File: config.mk
export PLATFORM = sky130hd
export DESIGN_NAME = hwake_ctrl
export DESIGN_NICKNAME = d
export VERILOG_FILES = /design/src/rtl/hwake_pkg.sv /design/src/rtl/hwake_hostreg.sv /design/src/rtl/hwake_pwr_seq.sv /design/src/rtl/hwake_rfk_mon.sv /design/src/rtl/hwake_ctrl.sv
export SDC_FILE = /design/constraint.sdc
export NUM_CORES = 1
export LEC_CHECK = 0
export ABC_AREA = 1
export BUFFER_PORTS_ARGS = -buffer_cell sky130_fd_sc_hd__buf_4
export CORE_UTILIZATION = 38
export DETAILED_ROUTE_END_ITERATION = 6
export HOLD_SLACK_MARGIN = 0.06
export MAX_ROUTING_LAYER = met4
export PLACE_DENSITY = 0.94
export SYNTH_ARGS = -nofsm -noshare
export SYNTH_HDL_FRONTEND = slang
export SYNTH_SLANG_ARGS = --single-unit
File: constraint.sdc
create_clock -name clk -period 1.7 [get_ports clk]
set_input_delay 0.255 -clock clk [delete_from_list [all_inputs] [get_ports clk]]
set_output_delay 0.255 -clock clk [all_outputs]
set_load 0.01 [all_outputs]
File: src/rtl/hwake_pkg.sv
package hwake_pkg;

    localparam int REG_W       = 32;
    localparam int PS_W        = 3;
    localparam int BIT_CLK_RDY = 0;
    localparam int BIT_INIT    = 2;
    localparam int BIT_ACC_REQ = 3;
    localparam int BIT_GTS     = 4;
    localparam int BIT_OSC     = 10;
    localparam int BIT_PS_LO   = 24;
    localparam int BIT_RFK     = 27;

    typedef enum logic [1:0] {
        PWR_OFF,
        PWR_RISE,
        PWR_ON,
        PWR_FALL
    } pwr_state_e;

    typedef struct packed {
        logic osc_req;
        logic acc_req;
        logic init_done;
    } host_bits_t;

    typedef struct packed {
        logic clk_rdy;
        logic going_sleep;
    } pwr_stat_t;

    function automatic logic [REG_W-1:0] pack_ctrl(
        host_bits_t       hb,
        pwr_stat_t        ps,
        logic [PS_W-1:0]  ptype,
        logic             rfk
    );
        logic [REG_W-1:0] w;
        w = '0;
        w[BIT_CLK_RDY]          = ps.clk_rdy;
        w[BIT_INIT]             = hb.init_done;
        w[BIT_ACC_REQ]          = hb.acc_req;
        w[BIT_GTS]              = ps.going_sleep;
        w[BIT_OSC]              = hb.osc_req;
        w[BIT_PS_LO +: PS_W]    = ptype;
        w[BIT_RFK]              = rfk;
        return w;
    endfunction

endpackage

File: src/rtl/hwake_hostreg.sv
module hwake_hostreg
    import hwake_pkg::*;
(
    input  logic             clk,
    input  logic             rst,
    input  logic             wr_en,
    input  logic [REG_W-1:0] wr_data,
    input  logic             sw_reset,
    output host_bits_t       hb
);
    // Software reset clears the wake-related bits and wins over a write.
    always_ff @(posedge clk) begin
        if (rst) begin
            hb <= '0;
        end else if (sw_reset) begin
            hb.acc_req   <= 1'b0;
            hb.init_done <= 1'b0;
        end else if (wr_en) begin
            hb.init_done <= wr_data[BIT_INIT];
            hb.acc_req   <= wr_data[BIT_ACC_REQ];
            hb.osc_req   <= wr_data[BIT_OSC];
        end
    end

    logic unused_wr_bits;
    assign unused_wr_bits = ^{wr_data[REG_W-1:BIT_OSC+1], wr_data[BIT_OSC-1:BIT_ACC_REQ+1],
                              wr_data[BIT_INIT-1:0]};
endmodule

File: src/rtl/hwake_pwr_seq.sv
module hwake_pwr_seq
    import hwake_pkg::*;
#(
    parameter int UP_CYC = 4,
    parameter int DN_CYC = 3
) (
    input  logic      clk,
    input  logic      rst,
    input  logic      sw_reset,
    input  logic      wake_want,
    output pwr_stat_t st
);
    localparam int MAX_CYC = (UP_CYC > DN_CYC) ? UP_CYC : DN_CYC;
    localparam int CW      = $clog2(MAX_CYC + 1);

    pwr_state_e     state;
    logic [CW-1:0]  cnt;

    always_ff @(posedge clk) begin
        if (rst || sw_reset) begin
            state <= PWR_OFF;
            cnt   <= '0;
        end else begin
            case (state)
                PWR_OFF: if (wake_want) begin
                    state <= PWR_RISE;
                    cnt   <= CW'(UP_CYC - 1);
                end
                PWR_RISE: begin
                    if (!wake_want)       state <= PWR_OFF;
                    else if (cnt == '0)   state <= PWR_ON;
                    else                  cnt   <= cnt - 1'b1;
                end
                PWR_ON: if (!wake_want) begin
                    state <= PWR_FALL;
                    cnt   <= CW'(DN_CYC - 1);
                end
                PWR_FALL: begin
                    // A started sleep always completes.
                    if (cnt == '0) state <= PWR_OFF;
                    else           cnt   <= cnt - 1'b1;
                end
                default: state <= PWR_OFF;
            endcase
        end
    end

    assign st.clk_rdy     = (state == PWR_ON) || (state == PWR_FALL);
    assign st.going_sleep = (state == PWR_FALL);
endmodule

File: src/rtl/hwake_rfk_mon.sv
module hwake_rfk_mon
    import hwake_pkg::*;
(
    input  logic            clk,
    input  logic            rst,
    input  logic [PS_W-1:0] ps_in,
    input  logic            rfk_in,
    input  logic            ack,
    output logic [PS_W-1:0] ps_q,
    output logic            rfk_q,
    output logic            irq
);
    always_ff @(posedge clk) begin
        if (rst) begin
            ps_q  <= '0;
            rfk_q <= rfk_in;
            irq   <= 1'b0;
        end else begin
            ps_q  <= ps_in;
            rfk_q <= rfk_in;
            if (rfk_in != rfk_q) irq <= 1'b1;
            else if (ack)        irq <= 1'b0;
        end
    end
endmodule

File: src/rtl/hwake_ctrl.sv
module hwake_ctrl
    import hwake_pkg::*;
#(
    parameter int PWRUP_CYC = 4,
    parameter int PWRDN_CYC = 3
) (
    input  logic             clk,
    input  logic             rst,
    input  logic             wr_en,
    input  logic [REG_W-1:0] wr_data,
    input  logic             sw_reset,
    input  logic             aux_wake,
    input  logic [PS_W-1:0]  ps_type_in,
    input  logic             rfkill_in,
    input  logic             rfkill_ack,
    output logic [REG_W-1:0] ctrl_rd,
    output logic             host_ok,
    output logic             rfkill_irq
);
    host_bits_t      hb;
    pwr_stat_t       pst;
    logic [PS_W-1:0] ps_q;
    logic            rfk_q;
    logic            wake_want;

    hwake_hostreg u_hostreg (
        .clk      (clk),
        .rst      (rst),
        .wr_en    (wr_en),
        .wr_data  (wr_data),
        .sw_reset (sw_reset),
        .hb       (hb)
    );

    // The domain may only wake after init-done.
    assign wake_want = hb.init_done & (hb.acc_req | aux_wake);

    hwake_pwr_seq #(.UP_CYC(PWRUP_CYC), .DN_CYC(PWRDN_CYC)) u_pwr (
        .clk       (clk),
        .rst       (rst),
        .sw_reset  (sw_reset),
        .wake_want (wake_want),
        .st        (pst)
    );

    hwake_rfk_mon u_rfk (
        .clk    (clk),
        .rst    (rst),
        .ps_in  (ps_type_in),
        .rfk_in (rfkill_in),
        .ack    (rfkill_ack),
        .ps_q   (ps_q),
        .rfk_q  (rfk_q),
        .irq    (rfkill_irq)
    );

    assign ctrl_rd = pack_ctrl(hb, pst, ps_q, rfk_q);
    assign host_ok = pst.clk_rdy & ~pst.going_sleep;
endmodule

==> results.json, run 1 <==
{
  "fp.dieH_um": 47.2,
  "grt_pass1_wl_um": 2140,
  "slew_viol_final": 0,
  "power.density_nw_per_um2": 669,
  "drt_pass1_iterations": 4,
  "max_freq_ghz": 0.764,
  "min_path_type": "in2reg",
  "period_needed_ns": 1.31,
  "syn_to_final_growth_pct": 16.6,
  "io_buffer_count": 23,
  "r2r_cells": 7,
  "finalNonFillerCells": 154,
  "grt_pass1_vias": 560,
  "cts_setup_buffers": 0,
  "num_antenna_cells": 0,
  "synth_area_um2": 777,
  "max_cap_violations": 0,
  "p_total_mw": 0.606,
  "rsz0062_at_grt": "false",
  "synth_warnings": 0,
  "io_pins": 76,
  "final_cell_area_um2": 906,
  "vdd.ir_drop.worst_mv": 0.437,
  "post-place-ws_ns": 0.544,
  "first_iter_violations": 7,
  "cp.arrival_ns": 1.05,
  "root_buffer": "clkbuf_4",
  "r2r_slack_ns": 0.51,
  "die_area_um2": 2230,
  "worstHoldEndpoint": "u_rfk.rfk_q",
  "design.core.area_um2": 1820,
  "criticalPathCategory": "reg2out",
  "holdWs_ns": 0.101,
  "insertion_delay_ns": 0.27,
  "finalCritPeriodShare": 0.770,
  "cts_made_buffers": 3,
  "fin_skew_ns": 0.00456,
  "leakagePower_nw": 0.467,
  "finalWirelength_um": 1350,
  "final_util": 0.498,
  "cts-hold-fix-buffers": 0,
  "status": "completed",
  "synth_cell_types": 18,
  "ctsHtreeMaxLevel": 1,
  "gr-total-overflow": 0,
  "placedCellCount": 150,
  "place_hpwl_um": 1140,
  "final-setup-viol-count": 0,
  "tns_ns": 0,
  "critPathLaunchType": "flip-flop",
  "hold_viol": 0,
  "cp_num_buf_inv": 2,
  "final_nets": 174,
  "holdPathStages": 1,
  "grt_max_degree": 8,
  "cts_max_path_buffers": 2,
  "slowest_delay_ns": 0.46,
  "r2r-start": "u_pwr.cnt[0]",
  "endpoint_kind": "output pin",
  "crit_family": "flip-flops",
  "rows": 15,
  "path_cells": "inv_2, nor2_4, buf_4",
  "gp_congestion": 0.748,
  "vias_per_cell": 4.21,
  "cts_resized": 0,
  "drive_gt1_frac": 0.287,
  "postRouteAntennaNets": 0,
  "cts.clk_slew.worst_paths_ns": 0.08,
  "hold_start": "rfkill_in",
  "num_vias": 649,
  "wl_per_cell_um": 8.75,
  "placed_cell_area_um2": 880,
  "postSynthCellCount": 105,
  "cts_tree": "built",
  "crit_required_ns": 1.44,
  "yosysSeqAreaShare": 0.335,
  "r2r-end": "u_pwr.cnt[2]",
  "dieWidth_um": 47.2,
  "cts.sinks": 13,
  "floorplan.initialDensity": 0.427,
  "track_usage": 0.142,
  "drc": 0,
  "critical_path.max_fanout": 6,
  "synth_seq_cells": 13,
  "worst_slack_ns": 0.391,
  "critical_path.slowest_cell": "dfxtp_1",
  "synth.avg_cell_area_um2": 7.40,
  "antenna_found_initial": 0
}
==> sequential cells by signal, summed over array words and instances (netlist names), named ones only <==
name          count
u_hostreg.hb      3
u_pwr.cnt         3
u_pwr.state       1
u_rfk.irq         1
u_rfk.ps_q        3
u_rfk.rfk_q       1
==> synth_stat cells <==
cell       n  area (um^2)
buf_4     24          180
nand2_1   15         56.3
dfxtp_1   13          260
inv_1     12         45.0
nor2_1    11         41.3
a21oi_1    5         25.0
inv_2      5         18.8
nand3_2    4         40.0
nand3_1    3         15.0
o21ai_1    3         15.0
ha_1       2         25.0
xor2_1     2         17.5
a211oi_1   1         7.51
clkbuf_1   1         3.75
conb_1     1         3.75
nand2_2    1         6.26
nor2_4     1         11.3
nor3_1     1         5.00
==> power by group <==
| group | leakage [nW] | internal, mW | total (mW) | switching (mW) |
|---|---|---|---|---|
| Combinational | 0.345 | 0.0401 | 0.0982 | 0.0581 |
| Sequential | 0.107 | 0.316 | 0.322 | 0.00685 |
| Clock | 0.0150 | 0.0908 | 0.186 | 0.0947 |
==> layout make-up <==
| cell class | count | area (um^2) |
|---|---|---|
| repair buffers | 23 | 173 |
| clock buffers | 4 | 26.3 |
| flip-flops and latches | 13 | 260 |
| fillers | 186 | 915 |
| inverters | 17 | 63.8 |
| multi-input cells | 72 | 352 |
| well taps | 25 | 31.3 |
==> layout by cell type, fill, tap and decap left out, types with 3 or more instances in the layout <==
cell / n
dfxtp_1: 13
clkbuf_4: 3
conb_1: 23
inv_2: 5
o21ai_1: 3
a21oi_1: 5
buf_4: 23
nand2_1: 15
nor2_1: 11
nand3_2: 4
inv_1: 12
nand3_1: 3
==> how the worst max path moves through the flow <==
| stage | start | to | slack [ns] | depth (start not counted) |
|---|---|---|---|---|
| floorplan | u_pwr.cnt[0] | u_pwr.cnt[2] | 0.68 | 7 |
| global placement | u_pwr.cnt[0] | u_pwr.cnt[2] | 0.62 | 7 |
| detailed placement | u_pwr.cnt[0] | u_pwr.cnt[2] | 0.54 | 7 |
| CTS | flip-flop | host_ok | 0.38 | 3 |
| global route | flip-flop | host_ok | 0.32 | 3 |
| finish | flip-flop | host_ok | 0.39 | 3 |
==> logic make-up after synthesis <==
logic type	Yosys count	share of synthesized area
flip-flops	13	0.335
AND/OR/NAND/NOR	36	0.225
XOR/XNOR	2	0.0225
other	1	0.00483
AO/OA/AOI/OAI	9	0.0612
adder cells (fa/ha/maj)	2	0.0322
buffers and inverters	42	0.319
==> per-layer routing <==
metal	vias to the layer above	track usage	wire, um
met5	-	-	0
met4	0	0.0514	0
met3	0	0.0346	92
met2	37	0.271	713
met1	291	0.134	542
li1	321	-	-
Note: power is estimated with default switching activity, not from simulation.
==> inputs of run 2 (changes only) <==
--- a/config.mk
+++ b/config.mk
@@ -5,13 +5,13 @@
 export SDC_FILE = /design/constraint.sdc
 export NUM_CORES = 1
 export LEC_CHECK = 0
-export ABC_AREA = 1
+export ABC_AREA = 0
 export BUFFER_PORTS_ARGS = -buffer_cell sky130_fd_sc_hd__buf_4
-export CORE_UTILIZATION = 38
+export CORE_UTILIZATION = 32
 export DETAILED_ROUTE_END_ITERATION = 6
 export HOLD_SLACK_MARGIN = 0.06
 export MAX_ROUTING_LAYER = met4
-export PLACE_DENSITY = 0.94
+export PLACE_DENSITY = 0.85
 export SYNTH_ARGS = -nofsm -noshare
 export SYNTH_HDL_FRONTEND = slang
 export SYNTH_SLANG_ARGS = --single-unit
==> constraint.sdc (replaced) <==
create_clock -name clk -period 1.2 [get_ports clk]
set_input_delay 0.18 -clock clk [delete_from_list [all_inputs] [get_ports clk]]
set_output_delay 0.18 -clock clk [all_outputs]
set_load 0.01 [all_outputs]
==> run 2 against run 1 <==
Compared with the run above:
- the run now ends with setup timing left
- final cell count up 0.65%
- global-route usage down 0.33 points
- area after synthesis up 0.97%
- clock power up 48%
- cell area up 23%
- routed wire length up 33%
- hold slack about the same
- clock skew up 0.00078 ns
- combinational power up 56%
==> results.json, run 2 <==
{
  "status": "complete, but fails checks",
  "violations": "setup timing",
  "worst_slack_ns": -0.0556,
  "min_path_type": "in2reg",
  "slowest_delay_ns": 0.34,
  "crit_required_ns": 1.36,
  "place_hpwl_um": 1200,
  "rsz0062_at_grt": "true",
  "finalCritPeriodShare": 1.05,
  "final_cell_area_um2": 1110,
  "top_regs": "u_hostreg.hb: 3 flops, u_pwr.cnt: 3 flops, u_rfk.ps_q: 3 flops",
  "track_usage": 0.139,
  "die_area_um2": 2650,
  "post-place-ws_ns": -0.116,
  "synth_area_um2": 785,
  "final-setup-viol-count": 4,
  "r2r_slack_ns": -0.06,
  "rows": 17,
  "critPathLaunchType": "flip-flop",
  "ys_top_cells_by_area": "dfxtp_1 (33%), buf_4 (23%), nor2b_1 (4.0%)",
  "worstSetupEndpoint": "u_pwr.cnt[0]",
  "power.density_nw_per_um2": 794,
  "cts_tree": "built",
  "postRouteAntennaNets": 0,
  "synth_ff_type": "dfxtp_1",
  "synth_top_area_frac": 0.332,
  "r2r-end": "u_pwr.cnt[0]",
  "grt_pass1_vias": 600,
  "hold_viol": 0,
  "final_cell_mix": "buf_4 (36), conb_1 (23), dfxtp_1 (7)",
  "synth_warnings": 0,
  "design.core.area_um2": 2250,
  "startpoint": "u_pwr.cnt[0]",
  "floorplan.initialDensity": 0.348,
  "first_iter_violations": 4,
  "synth_cell_types": 32,
  "grt_max_degree": 13,
  "cts_made_buffers": 3,
  "num_antenna_cells": 0,
  "vdd.ir_drop.worst_mv": 0.476,
  "synth_seq_cells": 13,
  "criticalPathCategory": "reg2reg",
  "final_nets": 172,
  "synth_area_leader_cell": "dfxtp_1",
  "period_needed_ns": 1.26,
  "finalWirelength_um": 1800,
  "drive_gt1_frac": 0.472,
  "placed_cell_area_um2": 932,
  "gp_congestion": 0.821,
  "endpoint_kind": "flip-flop",
  "antenna_found_initial": 0,
  "vias_per_cell": 4.35,
  "gr-total-overflow": 0,
  "synth_most_common_cell": "buf_4",
  "critical_path.max_fanout": 6,
  "syn_to_final_growth_pct": 41.5,
  "synth.avg_cell_area_um2": 8.72,
  "yosysSeqAreaShare": 0.332,
  "r2r-start": "u_pwr.cnt[0]",
  "wl_per_cell_um": 11.6,
  "num_vias": 675,
  "drc": 0,
  "critical_path.slowest_cell": "dfxtp_2",
  "io_pins": 76,
  "grt_pass1_wl_um": 2680,
  "path_cells": "inv_2, ha_4, nand3b_1, o21ai_1, a32oi_1, a31oi_1",
  "leakagePower_nw": 0.503,
  "cts.sinks": 13,
  "cts.clk_slew.worst_paths_ns": 0.09,
  "r2r_cells": 6,
  "insertion_delay_ns": 0.27,
  "final_common_cell": "buf_4",
  "ctsHtreeMaxLevel": 1,
  "root_buffer": "clkbuf_4",
  "cp.arrival_ns": 1.42,
  "dieWidth_um": 51.5,
  "max_cap_violations": 0,
  "io_buffer_count": 23,
  "slew_viol_final": 0,
  "postSynthCellCount": 90,
  "drt_pass1_iterations": 4,
  "synth-edff-count": 0,
  "synth_common_cells": "buf_4 (24), dfxtp_1 (13), nor2_1 (6)",
  "fp.dieH_um": 51.5,
  "max_freq_ghz": 0.796,
  "fin_skew_ns": 0.00534,
  "async_flop_share": 0,
  "cts_max_path_buffers": 2
}
==> run 2: cell count changes after synthesis, sizes merged, moves of 3 or more <==
cell and change:
a21oi -3, inv -14, mux2i +3, nand2 -16, nand3 -5, nor2 -6, nor2b +5
==> run 2: what timing repair did <==
| action | 4_1_cts | 5_1_grt |
|---|---|---|
| resized for setup | 17 | 8 |
| endpoints found under the setup margin | 6 | 7 |
| pin swaps | 5 | 5 |
| hold endpoints to repair | 1 | 0 |
| hold buffers | 1 | 0 |
| setup buffers | 1 | 7 |
==> run 2: cells by family (layout without fill, tap and decap cells) <==
family | count (synthesis) | count (layout) | synth area share
buf+inv | 31 | 46 | 0.266
simple gates | 25 | 25 | 0.190
compound gates | 14 | 14 | 0.126
flops | 13 | 13 | 0.332
mux | 3 | 3 | 0.0383
fa+ha+maj | 2 | 2 | 0.0319
other cells | 1 | 23 | 0.00478
xor+xnor | 1 | 1 | 0.0112
==> run 2: critical path: cells and delay by family, from the launching register on <==
| kind | cells | cell delay [ns] |
|---|---|---|
| compound gates | 3 | 0.36 |
| buf+inv | 1 | 0.05 |
| simple gates | 1 | 0.20 |
| flops | 1 | 0.34 |
| fa+ha+maj | 1 | 0.17 |
==> run 2: worst min path at each step <==
stage	from	end	slack, ns	cells after the start
5_1_grt	rst	u_rfk.irq	0.1	2
6_report	rst	u_rfk.irq	0.10	2
3_3_place_gp	rfkill_in	u_rfk.rfk_q	0.30	1
4_1_cts	rst	u_rfk.irq	0.09	2
2_1_floorplan	rfkill_in	u_rfk.rfk_q	0.21	0
3_5_place_dp	rfkill_in	u_rfk.rfk_q	0.30	1
==> run 2: layer usage <==
metal	vias to the layer above	share of wire	GRT usage
met5	-	0	-
met4	0	0.0089	0.0450
met3	2	0.035	0.0175
met2	26	0.57	0.264
met1	321	0.38	0.146
li1	326	-	-
==> run 2: report_power, final <==
part	internal [mW]	total [mW]	switching, mW
combinational	0.0728	0.153	0.0799
sequential	0.444	0.453	0.00871
clock	0.129	0.275	0.146
==> run 2: layout make-up <==
class / instances / area (um^2)
fill: 209 / 1140
multi-input combinational: 68 / 464
timing repair buffer: 39 / 303
sequential: 13 / 270
tap: 28 / 35.0
clock buffer: 4 / 26.3
inverter: 3 / 11.3
==> run 2: stage by stage <==
step	power (mW)	instances	setup TNS, ns	util	hold slack, ns
global placement	0.598	142	-0.144	0.413	0.302
CTS	0.873	148	-0.108	0.453	0.0896
finish	0.881	155	-0.128	0.492	0.101
global route	0.921	155	-0.475	0.492	0.0988
detailed placement	0.602	142	-0.317	0.413	0.302
floorplan	0.593	112	0	-	0.208
==> inputs of run 3 (changes only) <==
--- a/config.mk
+++ b/config.mk
@@ -7,11 +7,12 @@
 export LEC_CHECK = 0
 export ABC_AREA = 0
 export BUFFER_PORTS_ARGS = -buffer_cell sky130_fd_sc_hd__buf_4
-export CORE_UTILIZATION = 32
+export CORE_UTILIZATION = 35
 export DETAILED_ROUTE_END_ITERATION = 6
 export HOLD_SLACK_MARGIN = 0.06
 export MAX_ROUTING_LAYER = met4
-export PLACE_DENSITY = 0.85
+export PLACE_DENSITY = 0.88
+export REMOVE_ABC_BUFFERS = 1
 export SYNTH_ARGS = -nofsm -noshare
 export SYNTH_HDL_FRONTEND = slang
 export SYNTH_SLANG_ARGS = --single-unit
==> constraint.sdc (replaced) <==
create_clock -name clk -period 1.3 [get_ports clk]
set_input_delay 0.195 -clock clk [delete_from_list [all_inputs] [get_ports clk]]
set_output_delay 0.195 -clock clk [all_outputs]
set_load 0.01 [all_outputs]
==> run 3 against run 2 <==
Compared with the run above:
- the flow now finishes without violations
- largest power group unchanged
- routed wire length down 18%
- final cell count down 4.5%
- power down 8.9%
- flip-flop and latch count unchanged
- critical path depth unchanged
- via count down 3.0%
- count of clock-buffer cells in the layout unchanged
- register-to-register slack better by 0.12 ns
==> results.json, run 3 (same netlist as run 2, synthesis figures left out) <==
{
  "gp_congestion": 0.698,
  "final-setup-viol-count": 0,
  "finalWirelength_um": 1480,
  "slew_viol_final": 0,
  "floorplan.initialDensity": 0.384,
  "placedCellCount": 139,
  "first_iter_violations": 7,
  "num_vias": 655,
  "worst_slack_ns": 0.0656,
  "post-place-ws_ns": -0.0254,
  "placed_cell_area_um2": 913,
  "num_antenna_cells": 0,
  "antenna_found_initial": 0,
  "power.density_nw_per_um2": 787,
  "dieWidth_um": 49.3,
  "die_area_um2": 2430,
  "max_cap_violations": 0,
  "vdd.ir_drop.worst_mv": 0.720,
  "final_nets": 166,
  "fin_skew_ns": 0.00309,
  "crit_required_ns": 1.46,
  "hold_viol": 0,
  "top_regs": "u_hostreg.hb: 3 flops, u_pwr.cnt: 3 flops, u_rfk.ps_q: 3 flops",
  "final_util": 0.499,
  "min_path_type": "in2reg",
  "critPathLaunchType": "flip-flop",
  "io_buffer_count": 23,
  "syn_to_final_growth_pct": 30.0,
  "cts.clk_slew.worst_paths_ns": 0.08,
  "cp_num_buf_inv": 2,
  "slowest_delay_ns": 0.34,
  "cts_made_buffers": 3,
  "critical_path.slowest_cell": "dfxtp_2",
  "track_usage": 0.137,
  "fp.dieH_um": 49.3,
  "ctsHtreeMaxLevel": 1,
  "io_pins": 76,
  "vias_per_cell": 4.43,
  "cts_max_path_buffers": 2,
  "critical_path.max_fanout": 3,
  "path_cells": "inv_2, buf_4, ha_1, nor4b_2, o21ai_1, a31oi_1",
  "rows": 16,
  "postRouteAntennaNets": 0,
  "cp.arrival_ns": 1.40,
  "criticalPathCategory": "reg2reg",
  "final_cell_mix": "buf_4 (31), conb_1 (23), dfxtp_1 (10)",
  "cts.sinks": 13,
  "status": "completed",
  "rsz0062_at_grt": "true",
  "grt_pass1_vias": 575,
  "max_freq_ghz": 0.810,
  "design.core.area_um2": 2040,
  "grt_max_degree": 13,
  "root_buffer": "clkbuf_4",
  "tns_ns": 0,
  "grt_pass1_wl_um": 2440,
  "drive_gt1_frac": 0.380,
  "period_needed_ns": 1.23,
  "endpoint_kind": "flip-flop",
  "drc": 0,
  "wl_per_cell_um": 9.97,
  "final_common_cell": "buf_4",
  "leakagePower_nw": 0.464,
  "insertion_delay_ns": 0.28,
  "drt_pass1_iterations": 4,
  "place_hpwl_um": 1110,
  "gr-total-overflow": 0,
  "finalCritPeriodShare": 0.950,
  "final_cell_area_um2": 1020,
  "crit_family": "flip-flops",
  "finalNonFillerCells": 148,
  "cts_tree": "built"
}
run 3: final timing paths:
kind,slack (ns),from,to,cells after the start
setup / recovery,0.07,u_pwr.cnt[0],u_pwr.cnt[2],6
hold / removal,0.12,rst,u_rfk.ps_q[1],2
setup reg to reg,0.07,u_pwr.cnt[0],u_pwr.cnt[2],6
hold reg to reg,0.50,u_rfk.irq,u_rfk.irq,2
run 3: what timing repair did:
item / CTS / global route
pin swaps: 0 / 5
endpoints found under the hold margin: 1 / 0
setup buffers: 0 / 4
hold buffers: 1 / 0
resized for setup: 2 / 13
setup endpoints to repair: 5 / 4
run 3: layout make-up:
cell class | instances | area, um^2
timing repair buffer | 33 | 254
multi-input combinational | 68 | 428
clock buffer | 4 | 26.3
fill | 196 | 1020
tap | 27 | 33.8
inverter | 3 | 11.3
sequential | 13 | 267
run 3: layer usage:
metal / up-vias / global-route usage / part of all wire / routed length, um
met5: - / - / 0 / 0
met4: 0 / 0.0539 / 0.010 / 15
li1: 316 / - / - / -
met3: 4 / 0.0530 / 0.083 / 123
met2: 36 / 0.231 / 0.52 / 773
met1: 299 / 0.142 / 0.38 / 563
run 3: metrics by stage:
stage | power, mW | hold slack, ns
after detailed placement | 0.556 | 0.318
final | 0.803 | 0.121
after global placement | 0.550 | 0.316
after floorplan | 0.493 | 0.223
after CTS | 0.805 | 0.113
after global routing | 0.850 | 0.108
run 3: report_power, final:
part	switching, mW	leakage [nW]	internal, mW
registers	0.00783	0.108	0.410
logic	0.0711	0.341	0.0649
clock network	0.130	0.0150	0.119
total	0.209	0.464	0.594
